## src/rtl/async_tx_pkg.sv

```systemverilog
package async_tx_pkg;

  localparam int unsigned TICKS_PER_BIT = 16;

  typedef enum logic [2:0] {
    S_IDLE,
    S_START,
    S_DATA,
    S_PAR,
    S_STOP
  } tx_state_t;

  // parity over the active low bits of the word
  function automatic logic calc_parity(input logic [7:0] d,
                                       input logic [1:0] wl,
                                       input logic       even_sel,
                                       input logic       stick);
    logic [7:0] m;
    m = d & (8'hFF >> (3'd3 - {1'b0, wl}));
    if (stick) return ~even_sel;
    return even_sel ? ^m : ~^m;
  endfunction

endpackage

```

## src/rtl/tx_tick_gen.sv

```systemverilog
module tx_tick_gen #(
  parameter int unsigned DIV_W = 16
) (
  input  logic             clk,
  input  logic             rst_n,
  input  logic             load,
  input  logic [DIV_W-1:0] div_in,
  input  logic             run,
  output logic             tick
);

  logic [DIV_W-1:0] div_q, div_d;
  logic [DIV_W-1:0] cnt_q, cnt_d;

  assign tick = run && (cnt_q == div_q - DIV_W'(1));

  always_comb begin
    div_d = div_q;
    if (load) div_d = (div_in == '0) ? DIV_W'(1) : div_in;
    if (!run || tick) cnt_d = '0;
    else              cnt_d = cnt_q + DIV_W'(1);
  end

  always_ff @(posedge clk or negedge rst_n) begin
    if (!rst_n) begin
      div_q <= DIV_W'(1);
      cnt_q <= '0;
    end else begin
      div_q <= div_d;
      cnt_q <= cnt_d;
    end
  end

  // with a divisor above one, ticks never come back to back
  p_tick_spacing_r2: assert property (@(posedge clk) disable iff (!rst_n)
    (tick && div_q != DIV_W'(1) && run) |=> !tick);

endmodule

```

## src/rtl/tx_frame_seq.sv

```systemverilog
module tx_frame_seq
  import async_tx_pkg::*;
#(
  parameter int unsigned DATA_W = 8
) (
  input  logic              clk,
  input  logic              rst_n,
  input  logic              tick,
  input  logic              in_valid,
  input  logic [DATA_W-1:0] in_data,
  input  logic [1:0]        word_len,
  input  logic              stop_long,
  input  logic              par_en,
  input  logic              par_even,
  input  logic              par_stick,
  output logic              in_ready,
  output logic              busy,
  output logic              done,
  output logic              line
);

  localparam int unsigned TCNT_W = $clog2(2 * TICKS_PER_BIT);
  localparam int unsigned BIDX_W = $clog2(DATA_W);
  localparam logic [TCNT_W-1:0] BIT_LAST  = TCNT_W'(TICKS_PER_BIT - 1);
  localparam logic [TCNT_W-1:0] HALF_LAST = TCNT_W'(TICKS_PER_BIT + TICKS_PER_BIT/2 - 1);
  localparam logic [TCNT_W-1:0] TWO_LAST  = TCNT_W'(2 * TICKS_PER_BIT - 1);

  tx_state_t         state_q, state_d;
  logic [TCNT_W-1:0] tcnt_q, tcnt_d;
  logic [TCNT_W-1:0] stop_last_q, stop_last_d;
  logic [BIDX_W-1:0] bidx_q, bidx_d;
  logic [BIDX_W-1:0] blast_q, blast_d;
  logic [DATA_W-1:0] shreg_q, shreg_d;
  logic              par_q, par_d;
  logic              pen_q, pen_d;
  logic              done_q, done_d;
  logic              accept, phase_end;

  assign in_ready = (state_q == S_IDLE);
  assign busy     = ~in_ready;
  assign done     = done_q;
  assign accept   = in_valid && in_ready;
  assign phase_end = tick &&
    (tcnt_q == ((state_q == S_STOP) ? stop_last_q : BIT_LAST));

  always_comb begin
    state_d     = state_q;
    tcnt_d      = tcnt_q;
    stop_last_d = stop_last_q;
    bidx_d      = bidx_q;
    blast_d     = blast_q;
    shreg_d     = shreg_q;
    par_d       = par_q;
    pen_d       = pen_q;
    done_d      = 1'b0;
    if (accept) begin
      state_d     = S_START;
      tcnt_d      = '0;
      bidx_d      = '0;
      shreg_d     = in_data;
      blast_d     = BIDX_W'(word_len) + BIDX_W'(4);
      par_d       = calc_parity(8'(in_data), word_len, par_even, par_stick);
      pen_d       = par_en;
      stop_last_d = !stop_long ? BIT_LAST :
                    (word_len == 2'd0) ? HALF_LAST : TWO_LAST;
    end else if (tick) begin
      tcnt_d = phase_end ? '0 : tcnt_q + TCNT_W'(1);
      if (phase_end) begin
        unique case (state_q)
          S_START: state_d = S_DATA;
          S_DATA: begin
            shreg_d = shreg_q >> 1;
            if (bidx_q == blast_q) state_d = pen_q ? S_PAR : S_STOP;
            else                   bidx_d  = bidx_q + BIDX_W'(1);
          end
          S_PAR:  state_d = S_STOP;
          S_STOP: begin
            state_d = S_IDLE;
            done_d  = 1'b1;
          end
          default: state_d = S_IDLE;
        endcase
      end
    end
  end

  always_comb begin
    unique case (state_q)
      S_START: line = 1'b0;
      S_DATA:  line = shreg_q[0];
      S_PAR:   line = par_q;
      default: line = 1'b1;
    endcase
  end

  always_ff @(posedge clk or negedge rst_n) begin
    if (!rst_n) begin
      state_q     <= S_IDLE;
      tcnt_q      <= '0;
      stop_last_q <= BIT_LAST;
      bidx_q      <= '0;
      blast_q     <= '0;
      shreg_q     <= '0;
      par_q       <= 1'b0;
      pen_q       <= 1'b0;
      done_q      <= 1'b0;
    end else begin
      state_q     <= state_d;
      tcnt_q      <= tcnt_d;
      stop_last_q <= stop_last_d;
      bidx_q      <= bidx_d;
      blast_q     <= blast_d;
      shreg_q     <= shreg_d;
      par_q       <= par_d;
      pen_q       <= pen_d;
      done_q      <= done_d;
    end
  end

  // an accepted byte makes the block busy on the next cycle
  p_accept_busy_r6: assert property (@(posedge clk) disable iff (!rst_n)
    (in_valid && in_ready) |=> busy);

  // an idle block with nothing offered stays idle
  p_idle_hold_r6: assert property (@(posedge clk) disable iff (!rst_n)
    (in_ready && !in_valid) |=> in_ready);

  // done lasts exactly one cycle
  p_done_pulse_r8: assert property (@(posedge clk) disable iff (!rst_n)
    done |=> !done);

  // done only ever appears together with ready
  p_done_ready_r8: assert property (@(posedge clk) disable iff (!rst_n)
    done |-> in_ready);

endmodule

```

## src/rtl/async_char_tx.sv

```systemverilog
module async_char_tx #(
  parameter int unsigned DIV_W  = 16,
  parameter int unsigned DATA_W = 8
) (
  input  logic              clk,
  input  logic              rst_n,
  input  logic [DIV_W-1:0]  divisor,
  input  logic [1:0]        word_len,
  input  logic              stop_long,
  input  logic              par_en,
  input  logic              par_even,
  input  logic              par_stick,
  input  logic              brk,
  input  logic              in_valid,
  input  logic [DATA_W-1:0] in_data,
  output logic              in_ready,
  output logic              busy,
  output logic              done,
  output logic              txd
);

  logic tick;
  logic line;

  tx_tick_gen #(.DIV_W(DIV_W)) u_tick (
    .clk    (clk),
    .rst_n  (rst_n),
    .load   (in_valid && in_ready),
    .div_in (divisor),
    .run    (busy),
    .tick   (tick)
  );

  tx_frame_seq #(.DATA_W(DATA_W)) u_seq (
    .clk       (clk),
    .rst_n     (rst_n),
    .tick      (tick),
    .in_valid  (in_valid),
    .in_data   (in_data),
    .word_len  (word_len),
    .stop_long (stop_long),
    .par_en    (par_en),
    .par_even  (par_even),
    .par_stick (par_stick),
    .in_ready  (in_ready),
    .busy      (busy),
    .done      (done),
    .line      (line)
  );

  assign txd = line & ~brk;

  // break holds the line low
  p_brk_low_r9: assert property (@(posedge clk) disable iff (!rst_n)
    brk |-> !txd);

  // the first cycle of a character is the low start bit
  p_start_low_r2: assert property (@(posedge clk) disable iff (!rst_n)
    ($rose(busy) && !brk) |-> !txd);

endmodule

```

## config.mk

```make
export PLATFORM = sky130hd
export DESIGN_NAME = async_char_tx
export DESIGN_NICKNAME = d
export VERILOG_FILES = /design/src/rtl/async_tx_pkg.sv /design/src/rtl/tx_tick_gen.sv /design/src/rtl/tx_frame_seq.sv /design/src/rtl/async_char_tx.sv
export SDC_FILE = /design/constraint.sdc
export NUM_CORES = 1
export LEC_CHECK = 0
export BUFFER_PORTS_ARGS = -buffer_cell sky130_fd_sc_hd__buf_2
export CORE_MARGIN = 2
export CORE_UTILIZATION = 40
export CTS_BUF_LIST = sky130_fd_sc_hd__clkbuf_16
export CTS_CLUSTER_DIAMETER = 200
export DETAILED_ROUTE_END_ITERATION = 16
export PLACE_DENSITY = 0.58
export SYNTH_ARGS = -nofsm -noshare
export SYNTH_HDL_FRONTEND = slang
export SYNTH_SLANG_ARGS = --single-unit
```

## constraint.sdc

```tcl
create_clock -name clk -period 3.9 [get_ports clk]
set_input_delay 0.195 -clock clk [delete_from_list [all_inputs] [get_ports clk]]
set_output_delay 0.195 -clock clk [all_outputs]
set_load 0.02 [all_outputs]
```

==> summary.md <==
| Metric | Value |
|---|---|
| DR WL met2 | 3242 um |
| Yosys warning count | 0 |
| Yosys cell types | 52 |
| H-tree depth | 3 |
| Fill count | 816 |
| Clock sinks | 59 |
| Vias in the first global route | 2665 |
| WL/cell | 14.17 um |
| Clock Power Share | 53.2% |
| Largest net degree at the start of global routing | 60 |
| Max Buffers Root-to-Sink | 2 |
| Post-synth EDFFs | 0 |
| Rows | 33 |
| Crit-path cells | or3_4 > or4_4 > nor4_1 > a311oi_1 > a211oi_2 > and3_1 > mux2i_1 > a21o_1 |
| Post-route minimum period | 3.175 ns |
| R2R cell count | 8 |
| Sequential share of power | 43.0% |
| Final worst slack | 0.7255 ns |
| First drt pass iteration count | 4 |
| Async S/R FF share, synth | 100.0% |
| Most common cell after layout, fill and taps aside | nand2_1 |
| P&R area growth vs syn | 15.38% |
| DIE WIDTH | 96.98 um |
| Die Height | 96.98 um |
| Detailed placement HPWL | 5423 um |
| Final-stage net count | 466 |
| Worst Path Class, Setup | flop to flop |
| DRC viols | 0 |
| Worst-path clk slew | 0.05 ns |
| NetSw | 305.2 uW |
| Vias/cell | 5.141 |
| Global-route wire length before repair | 13320 um |
| R2r setup slk | 0.73 ns |
| Worst-Margin Slew | 1.158 ns |
| Top delay family on crit path | simple AND/OR/NAND/NOR gates |
| Clock Latency Late Sink | 0.33 ns |
| Slowest CP cell | and3_1 |
| CP Buf/Inv Count | 0 |
| Slew Limit Headroom | 22.77% |
| CP Capture Type | flop |
| Total GRT Usage | 17.48% |
| CTS root buffer | clkbuf_16 |
| 1st-iter DRT viols | 119 |
| Startpoint Class | flop |
| RSZ-0062 raised after global routing | false |
| Cells after Synth | 390 |
| Core area | 8299 um^2 |
| Status | complete, no violations |
| Comb pwr share | 3.8% |
| Worst path max stage delay | 0.60 ns |
| Worst setup path startpoint | u_tick.div_q[3]$_DFFE_PN0P_ |
| Routed met1 length | 3864 um |
| Fmax | 0.3150 GHz |
| Pre-CTS WS | 0.7595 ns |
| Initial Utilization | 41.67% |
| Core Util, Final | 48.08% |
| Maxcap violations | 0 |
| Syn Nets | 428 |
| Tcrit/Tclk final | 81.40% |
| Area of the multi-input gates | 1846 um^2 |
| Setup_tns | 0 ns |
| Hold Fails Final Rpt | 0 |
| Die ar. | 9405 um^2 |
| Power per cell area | 357.7 nW/um^2 |
| Worst EP required | 4.11 ns |
| Slew Limit Fails | 0 |
| Total congestion overflow | 0 |
| Diodes inserted | 0 |
| Register area share after synthesis | 42.76% |
| Max layer used | met4 |
| HP Class | primary input to async pin |
| Peak VDD IR | 210.0 uV |
| Detailed Route WL | 7621 um |
| GPL Wtd Cong | 0.8729 |
| Cell-internal power | 1.122 mW |
| Share of cells above drive strength 1 | 15.94% |
| Net Sw Frac | 21.39% |
| Setup bufs post-CTS | 0 |
| R2r startpoint | u_tick.div_q[3]$_DFFE_PN0P_ |
| Gates resized, CTS repair | 0 |
| CTS Hold Bufs | 0 |
| Syn_area_per_cell | 8.867 um^2 |
| Met3 routed WL | 418 um |
| Netlist area before placement | 3458 um^2 |
| Ports | 38 |
| Setup violations, final | 0 |
| Initial antenna violation count | 0 |
| IO Port Bufs | 37 |
| Pleak | 1.989 nW |
| Num CTS Buffers | 9 |
| Synthesized flop and latch total | 59 |
| Critical path data arrival time | 3.39 ns |
| Critical path peak fanout | 11 |
| Post-synth top flop | dfrtp_1 |
| Via count | 2766 |
| Post-DRT Antenna Nets | 0 |
| Skew final | 0.005071 ns |
| Most frequent cells in the layout | nand2_1, dfrtp_1, nor2_1 |
| RR Endpoint | u_seq.shreg_q[2]$_DFFE_PN0P_ |
| CTS tree | done |
| Sequential cell area | 1479 um^2 |
==> cells in the mapped netlist (3+ instances only) <==
library cell / instances / area [um^2]
nand3_1: 17 / 85.08
and3_1: 6 / 37.54
nor2_1: 39 / 146.4
a21oi_1: 7 / 35.03
inv_1: 13 / 48.80
xor2_1: 18 / 157.7
xnor2_1: 28 / 245.2
or2_2: 3 / 18.77
buf_6: 5 / 56.30
nand4_1: 5 / 31.28
nand2b_1: 5 / 31.28
ha_1: 4 / 50.05
nor4_1: 7 / 43.79
o21ai_0: 10 / 50.05
mux2i_1: 11 / 110.1
clkbuf_1: 5 / 18.77
a31oi_1: 4 / 25.02
nand2_1: 80 / 300.3
and2_1: 3 / 18.77
a21o_1: 10 / 75.07
nor3_1: 10 / 50.05
or3_1: 5 / 31.28
dfrtp_1: 57 / 1426
nor2b_1: 3 / 18.77
==> cells by family after synthesis <==
family / synth area share, %
fa+ha+maj: 1.447
compound gates: 9.407
xor+xnor: 11.65
flops: 42.76
simple gates: 27.35
mux: 3.510
buf+inv: 3.871
==> per-layer routing <==
layer / vias to the layer above / global-route usage, %
met2: 59 / 25.43
met5: - / 0
li1: 1401 / -
met4: 0 / 6.392
met3: 9 / 4.263
met1: 1297 / 25.24
==> cell type report <==
class                      instances  share of cell area (%)
clock inverter                     7                   1.505
sequential                        59                   37.06
tap                              105                   3.293
clock buffer                       9                   5.644
inverter                          13                   1.223
multi-input combinational        306                   46.25
timing repair buffer              39                   5.017
==> worst max-delay path by stage <==
| stage | endpoint | cells after the start |
|---|---|---|
| after floorplan | u_seq.bidx_q[1]$_DFFE_PN0P_ | 10 |
| after global placement | u_seq.shreg_q[5]$_DFFE_PN0P_ | 8 |
| after detailed placement | u_seq.shreg_q[0]$_DFFE_PN0P_ | 8 |
| after CTS | u_seq.shreg_q[2]$_DFFE_PN0P_ | 8 |
| after global routing | u_seq.shreg_q[2]$_DFFE_PN0P_ | 8 |
| final | u_seq.shreg_q[2]$_DFFE_PN0P_ | 8 |
==> registers in the layout, summed over array words and instances, names as in the netlist, 2 cells and up <==
signal             count
u_seq.tcnt_q           5
u_tick.cnt_q          16
u_tick.div_q          16
u_seq.shreg_q          8
u_seq.stop_last_q      2
u_seq.state_q          3
u_seq.blast_q          3
u_seq.bidx_q           3
==> per-stage QoR <==
step | total power [mW] | hold slack (ns) | instance area (um^2) | cells
finish | 1.427 | 0.01754 | 3990 | 538
global route | 1.488 | 0.03903 | 3990 | 538
CTS | 1.449 | 0.01630 | 3990 | 538
detailed placement | 0.6791 | 0.3685 | 3705 | 522
global placement | 0.6786 | 0.3606 | 3705 | 522
floorplan | 0.6413 | -0.1006 | 3458 | 390
==> power groups by stage <==
stage | Combinational (mW) | Clock, mW | Sequential, mW
after global placement | 0.0553 | 0 | 0.623
after floorplan | 0.0177 | 0 | 0.624
after CTS | 0.0561 | 0.780 | 0.613
after global routing | 0.0612 | 0.814 | 0.612
after detailed placement | 0.0557 | 0 | 0.623
final | 0.0543 | 0.760 | 0.613
==> worst register-to-register path: stages, from the launching register on <==
cell and delay [ns]:
dfrtp_1 0.43, or3_4 0.44, or4_4 0.58, nor4_1 0.30, a311oi_1 0.11, a211oi_2 0.27, and3_1 0.60, mux2i_1 0.17
a21o_1 0.17
Power figures use the tool's default switching activity.
